<file path="src/rtl/i2crp_pkg.sv">
package i2crp_pkg;
  // Bit-level protocol phase
  typedef enum logic [2:0] {ST_IDLE, ST_RX, ST_ACK, ST_TX, ST_MACK} st_t;
  // Meaning of the byte being received (or read mode)
  typedef enum logic [2:0] {K_DEV, K_SUBH, K_SUBL, K_DATA, K_READ} kind_t;
endpackage

</file>
<file path="src/rtl/i2crp_sync.sv">
module i2crp_sync #(
  parameter int STAGES = 2
) (
  input  logic clk,
  input  logic rst_n,
  input  logic d,
  output logic q
);
  logic [STAGES-1:0] chain_q;

  // Idle bus level is high, so the chain resets to ones
  always_ff @(posedge clk or negedge rst_n) begin
    if (!rst_n) chain_q <= '1;
    else        chain_q <= {chain_q[STAGES-2:0], d};
  end

  assign q = chain_q[STAGES-1];
endmodule

</file>
<file path="src/rtl/i2crp_cond.sv">
module i2crp_cond (
  input  logic clk,
  input  logic rst_n,
  input  logic scl_s,
  input  logic sda_s,
  output logic scl_rise,
  output logic scl_fall,
  output logic start_c,
  output logic stop_c
);
  logic scl_q, sda_q;

  always_ff @(posedge clk or negedge rst_n) begin
    if (!rst_n) begin
      scl_q <= 1'b1;
      sda_q <= 1'b1;
    end else begin
      scl_q <= scl_s;
      sda_q <= sda_s;
    end
  end

  assign scl_rise = scl_s & ~scl_q;
  assign scl_fall = ~scl_s & scl_q;
  // SDA moving while SCL stays high marks a bus condition
  assign start_c  = scl_s & scl_q & sda_q & ~sda_s;
  assign stop_c   = scl_s & scl_q & ~sda_q & sda_s;
endmodule

</file>
<file path="src/rtl/i2crp_wsize.sv">
module i2crp_wsize #(
  parameter int          AW        = 13,
  parameter int          BW        = 3,
  parameter int unsigned LO_END    = 32'h0800,
  parameter int unsigned MID_END   = 32'h1000,
  parameter int          LO_BYTES  = 4,
  parameter int          MID_BYTES = 5,
  parameter int          HI_BYTES  = 2
) (
  input  logic [AW-1:0] addr,
  output logic [BW-1:0] nbytes
);
  always_comb begin
    if (32'(addr) < LO_END)       nbytes = BW'(LO_BYTES);
    else if (32'(addr) < MID_END) nbytes = BW'(MID_BYTES);
    else                          nbytes = BW'(HI_BYTES);
  end
endmodule

</file>
<file path="src/rtl/i2c_regport.sv">
module i2c_regport
  import i2crp_pkg::*;
#(
  parameter logic [5:0]  DEV_HI      = 6'b011010,
  parameter int          SYNC_STAGES = 2,
  parameter int          AW          = 13,
  parameter int          MAXB        = 6,
  parameter int unsigned LO_END      = 32'h0800,
  parameter int unsigned MID_END     = 32'h1000,
  parameter int          LO_BYTES    = 4,
  parameter int          MID_BYTES   = 5,
  parameter int          HI_BYTES    = 2,
  localparam int         DW          = MAXB * 8
) (
  input  logic          clk,
  input  logic          rst_n,
  input  logic          scl_i,
  input  logic          sda_i,
  output logic          sda_oe,
  input  logic          addr_sel,
  output logic [AW-1:0] mem_addr,
  output logic [DW-1:0] mem_wdata,
  output logic          mem_we,
  output logic          mem_re,
  input  logic [DW-1:0] mem_rdata
);
  localparam int BW = $clog2(MAXB + 1);

  logic scl_s, sda_s, scl_rise, scl_fall, start_c, stop_c;
  logic [BW-1:0] nb;

  i2crp_sync #(.STAGES(SYNC_STAGES)) u_scl_sync (.clk(clk), .rst_n(rst_n), .d(scl_i), .q(scl_s));
  i2crp_sync #(.STAGES(SYNC_STAGES)) u_sda_sync (.clk(clk), .rst_n(rst_n), .d(sda_i), .q(sda_s));

  i2crp_cond u_cond (
    .clk(clk), .rst_n(rst_n), .scl_s(scl_s), .sda_s(sda_s),
    .scl_rise(scl_rise), .scl_fall(scl_fall), .start_c(start_c), .stop_c(stop_c)
  );

  st_t            st_q, st_n;
  kind_t          kind_q, kind_n;
  logic [3:0]     cnt_q, cnt_n;
  logic [7:0]     sh_q, sh_n;
  logic [AW-1:0]  addr_q, addr_n;
  logic [BW-1:0]  bidx_q, bidx_n;
  logic [DW-1:0]  wbuf_q, wbuf_n;
  logic [DW-1:0]  wdata_q, wdata_n;
  logic [DW-1:0]  rword_q;
  logic           we_q, we_n, re_q, re_n, re_d_q;
  logic           mack_q, mack_n, oe_q, oe_n;

  i2crp_wsize #(
    .AW(AW), .BW(BW), .LO_END(LO_END), .MID_END(MID_END),
    .LO_BYTES(LO_BYTES), .MID_BYTES(MID_BYTES), .HI_BYTES(HI_BYTES)
  ) u_wsize (.addr(addr_q), .nbytes(nb));

  logic [DW-1:0] wmask, newword, rshift;
  logic [7:0]    txbyte;
  logic          last_byte;

  always_comb begin
    wmask     = {DW{1'b1}} >> (8 * (MAXB - int'(nb)));
    newword   = {wbuf_q[DW-9:0], sh_q};
    rshift    = rword_q >> (8 * (int'(nb) - 1 - int'(bidx_q)));
    txbyte    = rshift[7:0];
    last_byte = (bidx_q == nb - 1'b1);
  end

  // Next-state logic
  always_comb begin
    st_n    = st_q;
    kind_n  = kind_q;
    cnt_n   = cnt_q;
    sh_n    = sh_q;
    addr_n  = addr_q;
    bidx_n  = bidx_q;
    wbuf_n  = wbuf_q;
    wdata_n = wdata_q;
    mack_n  = mack_q;
    we_n    = 1'b0;
    re_n    = 1'b0;

    // pointer moves the cycle after a committed word
    if (we_q) addr_n = addr_q + 1'b1;

    if (start_c) begin
      st_n   = ST_RX;
      kind_n = K_DEV;
      cnt_n  = '0;
    end else if (stop_c) begin
      st_n = ST_IDLE;
    end else begin
      case (st_q)
        ST_RX: begin
          if (scl_rise && cnt_q != 4'd8) begin
            sh_n  = {sh_q[6:0], sda_s};
            cnt_n = cnt_q + 4'd1;
          end else if (scl_fall && cnt_q == 4'd8) begin
            st_n = ST_ACK;
            case (kind_q)
              K_DEV: begin
                if (sh_q[7:1] != {DEV_HI, addr_sel}) begin
                  st_n = ST_IDLE;
                end else if (sh_q[0]) begin
                  kind_n = K_READ;
                  bidx_n = '0;
                  re_n   = 1'b1;
                end else begin
                  kind_n = K_SUBH;
                end
              end
              K_SUBH: begin
                addr_n[AW-1:8] = sh_q[AW-9:0];
                kind_n         = K_SUBL;
              end
              K_SUBL: begin
                addr_n[7:0] = sh_q;
                bidx_n      = '0;
                wbuf_n      = '0;
                kind_n      = K_DATA;
              end
              K_DATA: begin
                if (last_byte) begin
                  we_n    = 1'b1;
                  wdata_n = newword & wmask;
                  wbuf_n  = '0;
                  bidx_n  = '0;
                end else begin
                  wbuf_n = newword;
                  bidx_n = bidx_q + 1'b1;
                end
              end
              default: st_n = ST_IDLE;
            endcase
          end
        end
        ST_ACK: begin
          if (scl_fall) begin
            st_n  = (kind_q == K_READ) ? ST_TX : ST_RX;
            cnt_n = '0;
          end
        end
        ST_TX: begin
          if (scl_fall) begin
            if (cnt_q == 4'd7) st_n = ST_MACK;
            else               cnt_n = cnt_q + 4'd1;
          end
        end
        ST_MACK: begin
          if (scl_rise) begin
            mack_n = ~sda_s;
            if (!sda_s) begin
              if (last_byte) begin
                bidx_n = '0;
                addr_n = addr_q + 1'b1;
                re_n   = 1'b1;
              end else begin
                bidx_n = bidx_q + 1'b1;
              end
            end
          end else if (scl_fall) begin
            st_n  = mack_q ? ST_TX : ST_IDLE;
            cnt_n = '0;
          end
        end
        default: ;
      endcase
    end

    oe_n = (st_n == ST_ACK) || (st_n == ST_TX && !txbyte[~cnt_n[2:0]]);
  end

  // State registers
  always_ff @(posedge clk or negedge rst_n) begin
    if (!rst_n) begin
      st_q    <= ST_IDLE;
      kind_q  <= K_DEV;
      cnt_q   <= '0;
      sh_q    <= '0;
      addr_q  <= '0;
      bidx_q  <= '0;
      wbuf_q  <= '0;
      wdata_q <= '0;
      mack_q  <= 1'b0;
      we_q    <= 1'b0;
      re_q    <= 1'b0;
      re_d_q  <= 1'b0;
      oe_q    <= 1'b0;
      rword_q <= '0;
    end else begin
      st_q    <= st_n;
      kind_q  <= kind_n;
      cnt_q   <= cnt_n;
      sh_q    <= sh_n;
      addr_q  <= addr_n;
      bidx_q  <= bidx_n;
      wbuf_q  <= wbuf_n;
      wdata_q <= wdata_n;
      mack_q  <= mack_n;
      we_q    <= we_n;
      re_q    <= re_n;
      re_d_q  <= re_q;
      oe_q    <= oe_n;
      if (re_d_q) rword_q <= mem_rdata;
    end
  end

  assign sda_oe    = oe_q;
  assign mem_addr  = addr_q;
  assign mem_wdata = wdata_q;
  assign mem_we    = we_q;
  assign mem_re    = re_q;


  we_pulse_chk: assert property (@(posedge clk) disable iff (!rst_n) mem_we |=> !mem_we);

  re_pulse_chk: assert property (@(posedge clk) disable iff (!rst_n) mem_re |=> !mem_re);

  strobe_excl_chk: assert property (@(posedge clk) disable iff (!rst_n) $onehot0({mem_we, mem_re}));

  addr_step_chk: assert property (@(posedge clk) disable iff (!rst_n)
    mem_we |=> mem_addr == $past(mem_addr) + 1'b1);

  wdata_zero_chk: assert property (@(posedge clk) disable iff (!rst_n)
    mem_we |-> (mem_wdata & ~wmask) == '0);

  sda_hold_chk: assert property (@(posedge clk) disable iff (!rst_n)
    (scl_s && $past(scl_s)) |-> $stable(sda_oe));
endmodule

</file>
<file path="config.mk">
export PLATFORM = sky130hd
export DESIGN_NAME = i2c_regport
export DESIGN_NICKNAME = d
export VERILOG_FILES = /design/src/rtl/i2crp_pkg.sv /design/src/rtl/i2crp_sync.sv /design/src/rtl/i2crp_cond.sv /design/src/rtl/i2crp_wsize.sv /design/src/rtl/i2c_regport.sv
export SDC_FILE = /design/constraint.sdc
export NUM_CORES = 1
export LEC_CHECK = 0
export ABC_AREA = 1
export BUFFER_PORTS_ARGS = -buffer_cell sky130_fd_sc_hd__buf_2
export CAP_MARGIN = 10
export CORE_MARGIN = 2
export CORE_UTILIZATION = 50
export CTS_BUF_LIST = sky130_fd_sc_hd__clkbuf_16
export CTS_CLUSTER_SIZE = 28
export DETAILED_ROUTE_END_ITERATION = 8
export GPL_ROUTABILITY_DRIVEN = 0
export PLACE_DENSITY = 0.81
export SYNTH_ARGS = -nofsm -noshare
export SYNTH_HDL_FRONTEND = slang
export SYNTH_HIERARCHICAL = 1
export SYNTH_SLANG_ARGS = --single-unit
</file>
<file path="constraint.sdc">
create_clock -name clk -period 2.4 [get_ports clk]
set_clock_uncertainty 0.05 [all_clocks]
set_input_delay 0.36 -clock clk [delete_from_list [all_inputs] [get_ports clk]]
set_output_delay 0.36 -clock clk [all_outputs]
set_load 0.05 [all_outputs]
</file>
==> impl_metrics.yaml <==
detailed_routing:
  vias: 8085
  antenna_left: 0
  drtIter0Drc: 811
  post_drt_wl_per_cell_microns: 15.5
  remaining_drc_errors: 0
  dr.pass1.iters: 8
  viasPerCell: 5.50
  routed_wl_microns: 22700
sta:
  relSlewSlack_pct: 66.8
  fin_crit_sh_pct: 101
  finalWorstSetupSlack_ns: -0.0147
  period_minus_slack_ns: 2.41
  rsz0062_at_grt: "true"
  slew_viol_final: 0
  fmax_mhz: 414
  worstMarginPinSlew_ns: 0.498
  whs_ns: 0.0662
  finalSetupViolCount: 1
  hold_violations: 0
final_layout:
  final_nets: 1294
  layout-drive-gt1-share_pct: 23.9
  n_fill_cell: 1496
  syn_to_final_growth_pct: 20.9
  antenna_cells: 0
  final_util_pct: 62.2
  finalNonFillerCells: 1469
run_status:
  violations: "setup timing"
  status: "finished with violations"
synthesis:
  yosysMostFrequentCell: "nand2_1"
  syn-num-nets: 1157
  synth_top_cell_by_area: "dfrtp_1"
  yosysSeqAreaShare_pct: 50.6
  synth_cells: 1094
  async_flop_share_pct: 100
  synth_warnings: 6
  synth_edf_count: 0
  netlist_area_sq_um: 8970
  avgSynthCellArea_sq_um: 8.20
  synth_top_cell_area_share_pct: 48.8
  ys_seq_elements: 181
  synth_commonest_cells: "nand2_1, dfrtp_1, o21ai_0, inv_1, nand3_1"
  synthFlopType: "dfrtp_1"
  netlist-cell-type-count: 47
  ys_top_cells_by_area: "dfrtp_1, nand2_1, o21ai_0, nand3_1, inv_1"
placed_design:
  portBuffers: 116
  dp_cells: 1422
  post-place-ws_ns: -0.0531
  dpl.hpwl_microns: 15000
clock_tree:
  tritoncts: "done"
  cts.clk_slew.worst_paths_ns: 0.08
  clock_latency_ns: 0.44
  cts_buffer_depth: 2
  numCtsBuffers: 17
  cts.sinks: 181
  cts_root_buffer: "clkbuf_16"
  h-tree-depth: 4
grt:
  grt_pass1_wl_microns: 35300
  grt_start_max_net_pins: 97
  antenna_found_initial: 0
  overflow: 0
  grt_usage_pct: 23.3
  grt_pass1_vias: 7346
pwr:
  pwr-share-comb_pct: 38.3
  powerDensity_nw_per_um2: 987
  total_power_uw: 10700
  seq_power_share_pct: 35.6
  internal_power_uw: 6470
  p_clk_share_pct: 26.1
  p_switching_uw: 4230
  p_leak_uw: 0.00533
  swShare_pct: 39.5
  vdd_drop_max_uv: 647
setup_path:
  critPathTopFamily: "simple AND/OR/NAND/NOR gates"
  worst_setup_path_start_kind: "flip-flop"
  crit_type: "reg2reg"
  path_common_cell: "nand3_1"
  worstReg2RegStart: "mem_addr[12]$_DFF_PN0_"
  critPathMaxStageDelay_ns: 0.45
  cp_cell_sequence: "nor2_4, inv_2, ha_4, fa_2, inv_2, nand2_2, nand2_4, inv_6, nor2_4, o211ai_1, o21ai_1, nand2_1, nand3_1, nand3_1, nand3_1, nand2_1"
  cp.required_ns: 2.68
  rr_worst_depth: 16
  cp_num_buf_inv: 3
  cp-end-kind: "flip-flop"
  path_max_fanout: 8
  crit_arrival_ns: 2.69
  rrSetupSlack_ns: -0.01
  r2r_end: "sda_oe$_DFF_PN0_"
  cp_slowest_cell: "dfrtp_2"
die:
  core-area_sq_um: 17400
  num_rows: 48
  die_h_microns: 138
  die_w_microns: 138
  ioPinCount: 117
  die-area_sq_um: 19000
  initial_utilization_pct: 51.5
hold_path:
  min_path_type: "in2reg"
  hold_start: "mem_rdata[27]"
  min_path_cells: 3
  worst_hold_path.endpoint: "rword_q[27]$_DFFE_PN0P_"
flow_run:
  drv_cap: 0
how the worst max path moves through the flow:
stage               slack, ns                   start          endpoint  cells past startpoint
finish                  -0.01  mem_addr[12]$_DFF_PN0_  sda_oe$_DFF_PN0_                     16
detailed placement      -0.05  mem_addr[12]$_DFF_PN0_  sda_oe$_DFF_PN0_                     17
global placement         0.04  mem_addr[12]$_DFF_PN0_  sda_oe$_DFF_PN0_                     17
floorplan               -0.13  mem_addr[11]$_DFF_PN0_  sda_oe$_DFF_PN0_                     18
CTS                     -0.05  mem_addr[12]$_DFF_PN0_  sda_oe$_DFF_PN0_                     17
global route            -0.12  mem_addr[12]$_DFF_PN0_  sda_oe$_DFF_PN0_                     16
what timing repair did:
item / CTS / global route
gates resized for setup: 1 / 11
pin swaps: 8 / 14
gates cloned: 0 / 8
setup endpoints to repair: 4 / 73
buffers inserted: 2 / 2
hold buffers: 3 / 0
hold endpoints to repair: 40 / 0
stage by stage:
stage          setup TNS, ns  instance area [sq um]
5_1_grt               -0.511                  10800
2_1_floorplan         -0.650                   9040
4_1_cts              -0.0459                  10600
3_3_place_gp               0                  10000
3_5_place_dp         -0.0531                  10000
6_report             -0.0147                  10800
worst register-to-register path, stage by stage, from the launching register on:
cell	delay [ns]
dfrtp_2	0.45
nor2_4	0.11
inv_2	0.06
ha_4	0.23
fa_2	0.36
inv_2	0.06
nand2_2	0.07
nand2_4	0.11
inv_6	0.05
nor2_4	0.19
o211ai_1	0.14
o21ai_1	0.09
nand2_1	0.08
nand3_1	0.08
nand3_1	0.07
nand3_1	0.07
nand2_1	0.05
final cells by class:
class                   count  area, sq um  share of cell area [%]
clock inverters            15          160                    1.48
repair buffers            162         1120                    10.3
inverters                 107          409                    3.78
clock buffers              17          425                    3.93
multi-input cells         762         3910                    36.0
well taps                 225          282                    2.60
flip-flops and latches    181         4540                    41.9
metal layers:
layer	routed length [microns]	part of all wire, %	up-vias	GRT usage [%]
met5	0	0	-	0
met4	469	2.1	0	7.37
met3	1520	6.7	54	4.53
met2	11000	48	368	37.0
met1	9770	43	3829	32.5
li1	-	-	3834	-
sequential cells by signal, indices dropped and copies added, names as in the netlist, 4 cells and up:
register / count
mem_wdata: 48
rword_q: 48
wbuf_q: 40
mem_addr: 13
sh_q: 8
cnt_q: 4
cells in the final DEF (no fill, tap or decap), drive strengths merged, types with 8 or more instances in the layout:
| master | count |
|---|---|
| a21oi | 22 |
| buf | 155 |
| clkbuf | 21 |
| dfrtp | 175 |
| ha | 9 |
| inv | 113 |
| mux2 | 25 |
| nand2 | 373 |
| nand3 | 81 |
| nand4 | 8 |
| nor2 | 50 |
| o211ai | 14 |
| o21ai | 139 |
| o22ai | 8 |
power by group through the flow:
| stage | Combinational (uW) | Clock, uW | Sequential, uW |
|---|---|---|---|
| 6_report | 4100 | 2790 | 3810 |
| 2_1_floorplan | 2650 | 0 | 3950 |
| 3_5_place_dp | 3920 | 0 | 3860 |
| 5_1_grt | 4530 | 2950 | 3870 |
| 3_3_place_gp | 3850 | 0 | 3840 |
| 4_1_cts | 3980 | 2810 | 3800 |
logic make-up (layout without fill, tap and decap cells):
| family | count (synthesis) | count (layout) | synth area share, % |
|---|---|---|---|
| mux | 25 | 25 | 3.14 |
| simple gates | 521 | 521 | 24.9 |
| buf+inv | 151 | 301 | 6.93 |
| fa+ha+maj | 10 | 10 | 1.48 |
| flops | 181 | 181 | 50.6 |
| compound gates | 197 | 197 | 12.1 |
| xor+xnor | 9 | 9 | 0.879 |
(Power assumes the default switching activity.)
